==> config.mk <==
export PLATFORM = sky130hd
export DESIGN_NAME = idx_wdt
export DESIGN_NICKNAME = d
export VERILOG_FILES = /design/src/rtl/idx_wdt.sv
export SDC_FILE = /design/constraint.sdc
export NUM_CORES = 1
export LEC_CHECK = 0
export BUFFER_PORTS_ARGS = -buffer_cell sky130_fd_sc_hd__buf_2
export CAP_MARGIN = 5
export CELL_PAD_IN_SITES_DETAIL_PLACEMENT = 1
export CELL_PAD_IN_SITES_GLOBAL_PLACEMENT = 2
export CORE_ASPECT_RATIO = 1.4
export CORE_MARGIN = 4
export CORE_UTILIZATION = 37
export DETAILED_ROUTE_END_ITERATION = 16
export PLACE_DENSITY = 0.84
export RECOVER_POWER = 100
export SLEW_MARGIN = 10
export SYNTH_ARGS = -nofsm -noshare
export SYNTH_HDL_FRONTEND = slang
export SYNTH_SLANG_ARGS = --single-unit
==> constraint.sdc <==
create_clock -name clk -period 2.3 [get_ports clk]
set_clock_uncertainty 0.05 [all_clocks]
set_input_delay 0.23 -clock clk [delete_from_list [all_inputs] [get_ports clk]]
set_output_delay 0.23 -clock clk [all_outputs]
set_load 0.01 [all_outputs]
==> src/rtl/idx_wdt.sv <==
module idx_wdt (
  input  logic       clk,
  input  logic       rst_n,
  input  logic       tick_en,
  input  logic       io_addr,
  input  logic       io_wr,
  input  logic [7:0] io_wdata,
  output logic [7:0] io_rdata,
  output logic       nmi_req,
  output logic       rst_req
);
  localparam logic [7:0] A_CTRL = 8'h37;
  localparam logic [7:0] A_ROUTE = 8'h38;
  localparam logic [7:0] A_TMO0 = 8'h39;
  localparam logic [7:0] A_TMO1 = 8'h3A;
  localparam logic [7:0] A_TMO2 = 8'h3B;
  localparam logic [7:0] A_STAT = 8'h3C;
  localparam int TMO_W = 24;
  localparam logic [3:0] ROUTE_NMI = 4'hC;
  localparam logic [3:0] ROUTE_RST = 4'hD;

  logic [7:0] idx_q, ctrl_q, route_q;
  logic [5:0] stat_lo_q;
  logic [TMO_W-1:0] tmo_q, cnt_q;
  logic fired_q;

  wire data_wr = io_wr & io_addr;
  wire wr_ctrl = data_wr && (idx_q == A_CTRL);
  wire wr_stat = data_wr && (idx_q == A_STAT);
  wire en_q = ctrl_q[6];
  wire en_rise = wr_ctrl & io_wdata[6] & ~en_q;
  wire reload = wr_stat & io_wdata[6];
  wire load = en_rise | reload;
  wire step = en_q & tick_en & ~load;
  wire expire = step && (cnt_q == '0);
  wire clr_fired = wr_stat & ~io_wdata[7];

  always_ff @(posedge clk or negedge rst_n) begin
    if (!rst_n) begin
      idx_q <= '0;
      ctrl_q <= '0;
      route_q <= '0;
      stat_lo_q <= '0;
      tmo_q <= '0;
    end else begin
      if (io_wr && !io_addr) idx_q <= io_wdata;
      if (data_wr) begin
        case (idx_q)
          A_CTRL:  ctrl_q <= io_wdata;
          A_ROUTE: route_q <= io_wdata;
          A_TMO0:  tmo_q[7:0] <= io_wdata;
          A_TMO1:  tmo_q[15:8] <= io_wdata;
          A_TMO2:  tmo_q[23:16] <= io_wdata;
          A_STAT:  stat_lo_q <= io_wdata[5:0];
          default: ;
        endcase
      end
    end
  end

  always_ff @(posedge clk or negedge rst_n) begin
    if (!rst_n) begin
      cnt_q <= '0;
      fired_q <= 1'b0;
      nmi_req <= 1'b0;
      rst_req <= 1'b0;
    end else begin
      if (load || expire) cnt_q <= tmo_q;
      else if (step) cnt_q <= cnt_q - 1'b1;
      if (expire) fired_q <= 1'b1;
      else if (clr_fired) fired_q <= 1'b0;
      nmi_req <= expire && (route_q[7:4] == ROUTE_NMI);
      rst_req <= expire && (route_q[7:4] == ROUTE_RST);
    end
  end

  always_comb begin
    io_rdata = 8'h00;
    if (!io_addr) io_rdata = idx_q;
    else begin
      case (idx_q)
        A_CTRL:  io_rdata = ctrl_q;
        A_ROUTE: io_rdata = route_q;
        A_TMO0:  io_rdata = tmo_q[7:0];
        A_TMO1:  io_rdata = tmo_q[15:8];
        A_TMO2:  io_rdata = tmo_q[23:16];
        A_STAT:  io_rdata = {fired_q, 1'b0, stat_lo_q};
        default: io_rdata = 8'h00;
      endcase
    end
  end
endmodule

==> impl_metrics.json <==
{
  "path_depth": 7,
  "crit_end": "io_rdata[1]",
  "setup_viol": 8,
  "cts_sinks": 81,
  "cp_data_required_time_ns": 2.02,
  "outcome": "complete, but fails checks",
  "cp-start-kind": "flop",
  "synth_cell_types": 67,
  "rr_startpoint": "idx_q[7]$_DFFE_PN0P_",
  "ys.flop_type": "dfrtp_1",
  "drt_wl_total_mm": 14.6,
  "ys_ff_latch": 81,
  "nNetsFinal": 491,
  "worstPathMaxFanout": 4,
  "rsz0062_at_grt": "true",
  "failed_checks": "setup timing",
  "grt_max_degree": 47,
  "vias": 3724,
  "drt-pass1-iter-count": 5,
  "drt_first_iter_violations": 215,
  "max_freq_mhz": 413,
  "r2r_setup_slack_ns": 0.02,
  "die_area_um2": 13700,
  "synth_commonest_cells": "dfrtp_1, mux2_2, nor2_1",
  "slew_headroom": 0.310,
  "fin_cells": 625,
  "grt_pass1_wl_mm": 22.8,
  "pin_count": 23,
  "final_util": 0.481,
  "drv_slew": 0,
  "min_path_type": "input pin to flop",
  "worstPathArrival_ns": 2.14,
  "syn_avg_cell_area_um2": 10.7,
  "powerDensity_nw_per_um2": 688,
  "cp-end-kind": "output port",
  "crit_type": "flop to output port",
  "synthToLayoutAreaGrowth_pct": 25.3,
  "coreArea_um2": 11500,
  "die_y_um": 137,
  "leakagePower_uw": 0.00251,
  "slowest_stage": "or3b_4",
  "path_buf_inv": 2,
  "grt.total_usage": 0.216,
  "drive_gt1_frac": 0.370,
  "die_width_um": 100,
  "yosys_warnings": 0,
  "synth_most_common_cell": "dfrtp_1",
  "synthesis.nets": 426,
  "period_minus_slack_ns": 2.42,
  "drcViolationCount": 0,
  "hpwl_mm": 10.5,
  "antenna_found_initial": 0,
  "synth_area_leaders": "dfrtp_1, mux2_2, nor2_1",
  "vias_per_cell": 5.96,
  "h-tree-depth": 3,
  "netlist.area_leader.share": 0.461,
  "placed_cells": 600,
  "path_cells": "nand4bb_4 > or3b_4 > nor2_4 > buf_6 > a221o_1 > a22o_1 > buf_2",
  "avgRoutedWirePerCell_um": 23.3,
  "antenna_cells": 0,
  "holdWs_ns": 0.171,
  "worstRegToRegCells": 6,
  "p_total_uw": 3790,
  "globalplace.congestion": 0.932,
  "initial_core_util": 0.384,
  "numCtsBuffers": 9,
  "timing.rr.end": "route_q[6]$_DFFE_PN0P_",
  "io_buffers": 22,
  "synth_area_um2": 4390,
  "critical-path-max-stage-delay_ns": 0.45,
  "clockBufferDepth": 2,
  "hold_violations": 0,
  "ir_drop_mv": 0.638,
  "tightest_slew_ns": 1.03,
  "async_flop_share": 1.00,
  "clkTransAtPathRegs_ns": 0.06,
  "finalWorstSetupSlack_ns": -0.119,
  "cp-startpoint": "idx_q[7]$_DFFE_PN0P_",
  "grt-ovfl-total": 0,
  "synth_top_cell_by_area": "dfrtp_1",
  "clock_latency_ns": 0.34,
  "syn_inst": 411,
  "first_global_vias": 4130,
  "synth_edf_count": 0,
  "row_count": 46,
  "nFillCells": 1242,
  "path_delay_family": "simple AND/OR/NAND/NOR gates",
  "finalCritPeriodShare": 1.05,
  "post-place-ws_ns": 0.0308,
  "drv_cap": 0,
  "synth-seq-area-share": 0.461,
  "cts_root_buf": "clkbuf_16",
  "antenna_left": 0,
  "tritoncts": "done"
}
## through the flow
step,cell area (um^2),TNS [ns]
after floorplan,4390,0
after global placement,4930,0
after detailed placement,4930,0
after CTS,5350,-0.154
after global routing,5510,-1.51
final,5510,-0.562
## power breakdown
group / switching [uW] / internal (uW) / total [uW]
registers: 88.4 / 1510 / 1600
logic: 300 / 244 / 543
clock network: 628 / 1020 / 1650
## cell families (layout without fill, tap and decap cells)
logic type,after synthesis,count (layout),synth area share
and+or+nand+nor,132,132,0.173
DFF,81,81,0.461
muxes,68,68,0.174
adders and majority gates,2,2,0.00570
xor gates and xnor gates,2,2,0.00399
AOI/OAI and AO/OA,92,92,0.148
buffers and inverters,34,104,0.0339
## metal layers
| metal | global-route usage | part of all wire |
|---|---|---|
| met4 | 0.0959 | 0.036 |
| met2 | 0.412 | 0.57 |
| met3 | 0.0301 | 0.029 |
| met5 | 0 | 0 |
| met1 | 0.234 | 0.37 |
## tightest hold or removal path, cell delays in order
cell	delay, ns
buf_2	0.16
nand2_1	0.06
o21ai_0	0.07
## area by class of cell
class                      count  area (um^2)  share of cell area
timing repair buffer          72          532              0.0966
inverter                      16         60.1              0.0109
clock inverter                 5         85.1              0.0155
sequential                    81         2030               0.368
multi-input combinational    296         2370               0.430
clock buffer                  11          253              0.0459
tap                          144          180              0.0327
## flip-flops by register name, summed over array words and instances (netlist names)
register	count
cnt_q	24
ctrl_q	8
fired_q	1
idx_q	8
nmi_req	1
route_q	8
rst_req	1
stat_lo_q	6
tmo_q	24
## cell usage in the layout (no fill, tap or decap), types with 4 or more instances in the layout
master      n
buf_4      40
nand2_1    21
nor4_1      5
buf_2      21
nand4_1     9
clkbuf_16   9
mux2_2     56
nand3_1     8
and3_1      5
a221o_1     4
nor3_1      8
nor2_1     39
o21ai_0    21
buf_6       6
o2bb2ai_1   4
inv_1      16
a21oi_1    19
dfrtp_1    80
mux2i_1    10
## worst min-delay path by stage
stage | from | to | slack [ns] | cells past startpoint
floorplan | rst_n | cnt_q[0]$_DFFE_PN0P_ | -0.12 | 0
global placement | rst_n | cnt_q[18]$_DFFE_PN0P_ | 0.18 | 1
detailed placement | rst_n | cnt_q[16]$_DFFE_PN0P_ | 0.19 | 1
CTS | io_wdata[3] | idx_q[3]$_DFFE_PN0P_ | 0.17 | 2
global route | io_wdata[3] | ctrl_q[3]$_DFFE_PN0N_ | 0.18 | 2
finish | io_wdata[4] | route_q[4]$_DFFE_PN0P_ | 0.17 | 3
## repair_timing
action,CTS,global route
gates cloned,0,0
pin swaps,9,9
hold endpoints to repair,35,0
endpoints found under the setup margin,9,33
hold buffers,1,0
setup buffers,2,6
resized for setup,12,20
Power figures use the tool's default switching activity.
